$ cat src/rtl/rxdpll_pkg.sv
package rxdpll_pkg;
   typedef enum logic [1:0] {
      CORR_NONE  = 2'd0,
      CORR_SHORT = 2'd1,
      CORR_LONG  = 2'd2
   } corr_e;
endpackage

$ cat src/rtl/rxdpll_interval_timer.sv
module rxdpll_interval_timer #(
   parameter int INTERVAL_TICKS = 3840
) (
   input  logic clk,
   input  logic rst_n,
   output logic tick
);
   localparam int IV_W = (INTERVAL_TICKS > 2) ? $clog2(INTERVAL_TICKS) : 1;
   localparam bit IS_POW2 = ((INTERVAL_TICKS & (INTERVAL_TICKS - 1)) == 0);
   localparam logic [IV_W-1:0] LAST = IV_W'(INTERVAL_TICKS - 1);

   logic [IV_W-1:0] cnt;

   generate
      if (INTERVAL_TICKS < 2) begin : g_bad
         $error("INTERVAL_TICKS must be at least 2");
      end
      if (IS_POW2) begin : g_wrap
         always_ff @(posedge clk) begin
            if (!rst_n) cnt <= '0;
            else        cnt <= cnt + 1'b1;
         end
      end else begin : g_cmp
         always_ff @(posedge clk) begin
            if (!rst_n)           cnt <= '0;
            else if (cnt == LAST) cnt <= '0;
            else                  cnt <= cnt + 1'b1;
         end
      end
   endgenerate

   assign tick = (cnt == LAST);

   AST_TICK_SINGLE: assert property (@(posedge clk) disable iff (!rst_n)
      tick |=> !tick);
endmodule

$ cat src/rtl/rxdpll_phase_detect.sv
module rxdpll_phase_detect
   import rxdpll_pkg::*;
#(
   parameter int DIV_NOM     = 10,
   parameter bit MID_TO_LONG = 1'b1,
   parameter int PH_W        = 4
) (
   input  logic            clk,
   input  logic            rst_n,
   input  logic            track_en,
   input  logic            fl_strobe,
   input  logic [PH_W-1:0] ph,
   input  logic            tick,
   output corr_e           corr_req,
   output logic            early_flag,
   output logic            late_flag
);
   localparam logic [PH_W-1:0] HALF = PH_W'(DIV_NOM / 2);

   logic decided;
   logic eval;
   logic is_short;

   assign eval = track_en && fl_strobe && !decided;

   generate
      if (MID_TO_LONG) begin : g_mid_long
         assign is_short = (ph != '0) && (ph < HALF);
      end else begin : g_mid_short
         assign is_short = (ph != '0) && (ph <= HALF);
      end
   endgenerate

   always_comb begin
      corr_req = CORR_NONE;
      if (eval && ph != '0) corr_req = is_short ? CORR_SHORT : CORR_LONG;
   end

   always_ff @(posedge clk) begin
      if (!rst_n) begin
         decided    <= 1'b0;
         early_flag <= 1'b0;
         late_flag  <= 1'b0;
      end else begin
         decided <= tick ? 1'b0 : (decided || eval);
         if (tick) begin
            early_flag <= (corr_req == CORR_LONG);
            late_flag  <= (corr_req == CORR_SHORT);
         end else begin
            early_flag <= early_flag || (corr_req == CORR_LONG);
            late_flag  <= late_flag  || (corr_req == CORR_SHORT);
         end
      end
   end

   AST_FLAGS_EXCL: assert property (@(posedge clk) disable iff (!rst_n)
      !(early_flag && late_flag));
   AST_FLAG_CLEAR: assert property (@(posedge clk) disable iff (!rst_n)
      (tick && !(fl_strobe && track_en)) |=> (!early_flag && !late_flag));
   AST_DISABLED_QUIET: assert property (@(posedge clk) disable iff (!rst_n)
      (!track_en && !early_flag && !late_flag) |=> (!early_flag && !late_flag));
endmodule

$ cat src/rtl/rxdpll_divider.sv
module rxdpll_divider
   import rxdpll_pkg::*;
#(
   parameter int DIV_NOM = 10,
   parameter int PH_W    = 4
) (
   input  logic            clk,
   input  logic            rst_n,
   input  logic            track_en,
   input  corr_e           corr_req,
   output logic [PH_W-1:0] ph,
   output logic            rclk_en
);
   localparam logic [PH_W-1:0] LEN_NOM   = PH_W'(DIV_NOM);
   localparam logic [PH_W-1:0] LEN_SHORT = PH_W'(DIV_NOM - 1);
   localparam logic [PH_W-1:0] LEN_LONG  = PH_W'(DIV_NOM + 1);

   logic [PH_W-1:0] cur_len;
   corr_e           pending;
   corr_e           next_pend;
   logic            wrap;
   logic [PH_W-1:0] next_len;

   assign wrap      = (ph == cur_len - 1'b1);
   assign next_pend = (corr_req != CORR_NONE) ? corr_req : pending;

   always_comb begin
      next_len = LEN_NOM;
      if (track_en) begin
         case (next_pend)
            CORR_SHORT: next_len = LEN_SHORT;
            CORR_LONG:  next_len = LEN_LONG;
            default:    next_len = LEN_NOM;
         endcase
      end
   end

   always_ff @(posedge clk) begin
      if (!rst_n) begin
         ph      <= '0;
         cur_len <= LEN_NOM;
         pending <= CORR_NONE;
      end else if (wrap) begin
         ph      <= '0;
         cur_len <= next_len;
         pending <= CORR_NONE;
      end else begin
         ph      <= ph + 1'b1;
         pending <= track_en ? next_pend : CORR_NONE;
      end
   end

   assign rclk_en = (ph == '0);

   AST_PERIOD_BOUNDS: assert property (@(posedge clk) disable iff (!rst_n)
      (cur_len == LEN_NOM) || (cur_len == LEN_SHORT) || (cur_len == LEN_LONG));
   AST_PH_BELOW_LEN: assert property (@(posedge clk) disable iff (!rst_n)
      ph < cur_len);
   AST_NO_CORR_DISABLED: assert property (@(posedge clk) disable iff (!rst_n)
      (wrap && !track_en) |=> (cur_len == LEN_NOM));
endmodule

$ cat src/rtl/rx_clk_tracker.sv
module rx_clk_tracker
   import rxdpll_pkg::*;
#(
   parameter int DIV_NOM        = 10,
   parameter int INTERVAL_TICKS = 3840,
   parameter bit MID_TO_LONG    = 1'b1
) (
   input  logic clk_ref,
   input  logic rst_n,
   input  logic track_en,
   input  logic fl_strobe,
   output logic rclk_en,
   output logic frame_tick,
   output logic early_flag,
   output logic late_flag
);
   localparam int PH_W = $clog2(DIV_NOM + 2);

   generate
      if (DIV_NOM < 4) begin : g_bad_div
         $error("DIV_NOM must be at least 4");
      end
      if (INTERVAL_TICKS < 4 * DIV_NOM) begin : g_bad_iv
         $error("INTERVAL_TICKS must cover several recovered periods");
      end
   endgenerate

   logic [PH_W-1:0] ph;
   corr_e           corr_req;

   rxdpll_interval_timer #(
      .INTERVAL_TICKS(INTERVAL_TICKS)
   ) u_timer (
      .clk   (clk_ref),
      .rst_n (rst_n),
      .tick  (frame_tick)
   );

   rxdpll_phase_detect #(
      .DIV_NOM     (DIV_NOM),
      .MID_TO_LONG (MID_TO_LONG),
      .PH_W        (PH_W)
   ) u_detect (
      .clk        (clk_ref),
      .rst_n      (rst_n),
      .track_en   (track_en),
      .fl_strobe  (fl_strobe),
      .ph         (ph),
      .tick       (frame_tick),
      .corr_req   (corr_req),
      .early_flag (early_flag),
      .late_flag  (late_flag)
   );

   rxdpll_divider #(
      .DIV_NOM (DIV_NOM),
      .PH_W    (PH_W)
   ) u_div (
      .clk      (clk_ref),
      .rst_n    (rst_n),
      .track_en (track_en),
      .corr_req (corr_req),
      .ph       (ph),
      .rclk_en  (rclk_en)
   );

   AST_RESET_PHASE: assert property (@(posedge clk_ref)
      !rst_n |=> rclk_en);
endmodule

$ cat config.mk
export PLATFORM = sky130hd
export DESIGN_NAME = rx_clk_tracker
export DESIGN_NICKNAME = d
export VERILOG_FILES = /design/src/rtl/rxdpll_pkg.sv /design/src/rtl/rxdpll_interval_timer.sv /design/src/rtl/rxdpll_phase_detect.sv /design/src/rtl/rxdpll_divider.sv /design/src/rtl/rx_clk_tracker.sv
export SDC_FILE = /design/constraint.sdc
export NUM_CORES = 1
export LEC_CHECK = 0
export ABC_AREA = 0
export BUFFER_PORTS_ARGS = -buffer_cell sky130_fd_sc_hd__buf_4
export CORE_MARGIN = 2
export CORE_UTILIZATION = 62
export CTS_CLUSTER_DIAMETER = 80
export DETAILED_ROUTE_END_ITERATION = 16
export PLACE_DENSITY = 0.82
export SYNTH_ARGS = -nofsm -noshare
export SYNTH_HDL_FRONTEND = slang
export SYNTH_SLANG_ARGS = --single-unit
$ cat constraint.sdc
create_clock -name clk_ref -period 3.45 [get_ports clk_ref]
set_clock_uncertainty 0.2 [all_clocks]
set_input_delay 0.345 -clock clk_ref [delete_from_list [all_inputs] [get_ports clk_ref]]
set_output_delay 0.345 -clock clk_ref [all_outputs]
set_load 0.005 [all_outputs]
==> impl_metrics.json <==
{
  "cts_made_buffers": 3,
  "cpLargestDelayFamily": "adder cells",
  "critPathMaxStageDelay_ps": 430,
  "synthSimpleGateAreaFrac_pct": 25.7,
  "yosys_warnings": 0,
  "placementRows": 15,
  "ff2ff_setup_slack_ps": 1320,
  "route.detailed.wl_per_inst_um": 13.1,
  "cts_tree": "done",
  "vdd.ir_drop.worst_v": 0.000307,
  "met3_usage_pct": 7.31,
  "crit_path_start_kind": "flop",
  "drive_gt1_share_pct": 14.7,
  "post_cts_resize_count": 0,
  "worstSetupPathType": "flop to flop",
  "worstMarginPinSlew_ps": 510,
  "synth_mux_area_share_pct": 2.86,
  "synth_xor_xnor_area_share_pct": 5.38,
  "layout_worst_path_cycle_share_pct": 61.9,
  "cts.clk_slew.worst_paths_ps": 120,
  "cts_htree_levels": 1,
  "critPathBufInv": 2,
  "synthTopCellsByArea": "dfxtp_1 (40%), ha_1 (5.5%), a21oi_1 (3.5%), nor2_1 (3.3%), xnor2_1 (3.1%)",
  "grt_pass1_vias": 821,
  "port-buffer-count": 7,
  "slowest_stage": "dfxtp_1",
  "dp.final_hpwl_um": 1520,
  "worst_hold_slack_after_final_layout_ps": 79.3,
  "cts.root.buffer_cell": "clkbuf_4",
  "placed_cells": 150,
  "detail_route.drc_violations": 0,
  "netlist-cell-type-count": 39,
  "layout.cells.non_filler": 154,
  "floorplan.io_pins": 8,
  "grt_overflow_total": 0,
  "first_iter_violations": 11,
  "synth_area_sq_um": 1140,
  "grt_pass1_wl_um": 3510,
  "avgSynthCellArea_sq_um": 9.49,
  "first_pass_iters": 3,
  "met2_usage_pct": 33.2,
  "synth_top_family_by_area": "simple AND/OR/NAND/NOR gates",
  "avgViaCountPerCell": 5.69,
  "postCtsSetupRepairBufs": 0,
  "cell_taking_the_most_area_after_synthesis": "dfxtp_1",
  "final_cell_area_sq_um": 1230,
  "yosys.area_share.adder_pct": 5.49,
  "layer_carrying_the_most_global_route_usage": "met2",
  "synth_compound_area_share_pct": 16.2,
  "critical_path.endpoint_type": "flop",
  "ctsHoldBuffers": 0,
  "timing.hold.worst.class": "primary input to flop",
  "synthDominantCellAreaShare_pct": 40.4,
  "globalRouteMet1Util_pct": 31.1,
  "min_period_ps": 2130,
  "dieHeight_um": 46.9,
  "synthCells": 120,
  "power_leakage_nw": 0.453,
  "core_region_area_sq_um": 1730,
  "grt_setup_unrepaired": "no",
  "initial_core_util_pct": 65.9,
  "finalWeightedCongestion": 0.865,
  "die_w_um": 46.9,
  "via_count": 877,
  "syn-num-nets": 129,
  "gr-usage-all-layers_pct": 22.7,
  "required_time_of_the_worst_setup_path_ps": 3500,
  "fmax_ghz": 0.469,
  "cts_buffer_depth": 2,
  "worst-path-max-fanout": 5,
  "n_antenna_cell": 0,
  "cap_viol_max_count": 0,
  "nNetsFinal": 139,
  "critical_path_arrival_ps": 2180,
  "outcome": "finished, final reports clean",
  "wirelength_um": 2020,
  "timing.final.setup_violations": 0,
  "power.density_nw_per_um2": 377,
  "antenna_found_initial": 0,
  "timing.setup.tns_ps": 0,
  "relSlewSlack_pct": 66.0,
  "post_dp_cell_area_sq_um": 1210,
  "cts_num_sinks": 23,
  "dieArea_sq_um": 2200,
  "final_antenna_net_count": 0,
  "worst_skew_pair.late_latency_ps": 310,
  "area_growth_syn_to_layout_pct": 8.46,
  "hold_viol": 0,
  "synth.yosys.seq_area_share_pct": 40.4,
  "crit_chain": "inv_1 > ha_1 > or3b_1 > inv_1 > o21ai_0 > nand2_1 > ha_1 > nand3b_1 > mux2i_1",
  "postSynthRegisterBits": 23,
  "maximum_number_of_pins_on_one_net_before_global_route_repair": 14,
  "timing_max_transition_violations_final": 0
}
==> cells by family after synthesis <==
| family | Yosys count |
|---|---|
| mux | 3 |
| simple gates | 47 |
| fa+ha+maj | 5 |
| flops | 23 |
| buf+inv | 10 |
| compound gates | 25 |
| xor+xnor | 7 |
==> power breakdown <==
| group | leakage (nW) | switching [mW] | total, mW | internal (mW) |
|---|---|---|---|---|
| sequential | 0.187 | 0.00988 | 0.285 | 0.275 |
| combinational | 0.248 | 0.0310 | 0.0576 | 0.0267 |
| clock | 0.0177 | 0.0802 | 0.124 | 0.0433 |
| total | 0.453 | 0.121 | 0.466 | 0.345 |
==> sequential cells by signal, summed over array words and instances, names as in the netlist <==
name	count
u_detect.late_flag	1
u_detect.decided	1
u_div.pending	2
u_div.ph	4
u_detect.early_flag	1
u_timer.cnt	12
u_div.cur_len	2
==> placed cells by master, fill, tap and decap left out, types with 2 or more instances in the layout <==
| cell | synthesis | layout |
|---|---|---|
| dfxtp_1 | 23 | 23 |
| nor2_1 | 10 | 10 |
| inv_1 | 8 | 8 |
| nand2_1 | 8 | 8 |
| a21oi_1 | 8 | 8 |
| buf_4 | 0 | 7 |
| o21ai_0 | 6 | 6 |
| nand3_1 | 5 | 5 |
| ha_1 | 5 | 5 |
| xnor2_1 | 4 | 4 |
| or3_1 | 4 | 4 |
| xor2_1 | 3 | 3 |
| and2_1 | 3 | 3 |
| o31ai_1 | 3 | 3 |
| clkbuf_4 | 0 | 3 |
| nand4_1 | 2 | 2 |
| nand3b_1 | 2 | 2 |
| or4_1 | 2 | 2 |
| a32o_1 | 2 | 2 |
==> stage by stage <==
step,power [mW],setup WS (ps),util (%)
5_1_grt,0.492,1090,71.5
6_report,0.466,1320,71.5
4_1_cts,0.470,1320,71.5
3_5_place_dp,0.348,1330,69.9
3_3_place_gp,0.345,1430,69.9
2_1_floorplan,0.330,1460,-
==> metal layers <==
metal  vias up  wire length, um
met3         3               52
met4         0               17
met5         -                0
li1        452                -
met2         8              950
met1       414              995
==> path summary, 6_finish.rpt <==
path,end,cells after the start,start
max,u_div.cur_len[0]$_SDFFE_PN0P_,9,u_div.ph[0]$_SDFF_PP0_
min,u_detect.decided$_SDFF_PP0_,3,fl_strobe
max reg2reg,u_div.cur_len[0]$_SDFFE_PN0P_,9,u_div.ph[0]$_SDFF_PP0_
min reg2reg,u_timer.cnt[0]$_SDFF_PP0_,1,u_timer.cnt[0]$_SDFF_PP0_
==> synth_stat cells <==
library cell,number
inv_1,8
or3_1,4
dfxtp_1,23
nand4_2,1
o31ai_1,3
o21ai_0,6
and3_1,1
nand4b_1,1
a21oi_1,8
xnor2_1,4
and2_1,3
or4_1,2
or3b_1,1
nand4_1,2
mux2_2,1
ha_1,5
o41ai_1,1
nor3b_1,1
nor2_1,10
buf_6,1
nor3_1,1
clkbuf_1,1
mux2_1,1
a21oi_2,1
nand3_4,1
nand3_1,5
and3b_1,1
nand2_1,8
nor4_4,1
a32o_1,2
mux2i_1,1
o31ai_4,1
nand3b_1,2
o31a_1,1
xor2_1,3
or4_4,1
o41ai_2,1
nand2b_1,1
a21boi_0,1
==> worst register-to-register path, cell delays in order (launching register included) <==
cell and delay [ps]:
dfxtp_1 430, inv_1 70, ha_1 200, or3b_1 210, inv_1 80, o21ai_0 230
nand2_1 90, ha_1 300, nand3b_1 160, mux2i_1 120
==> area by class of cell <==
cell class	count	area [sq um]
clock inverters	1	5.00
multi-input cells	87	633
inverters	8	30.0
fillers	144	492
clock buffers	3	22.5
flip-flops and latches	23	460
well taps	25	31.3
repair buffers	7	52.6
Power figures use the tool's default switching activity.
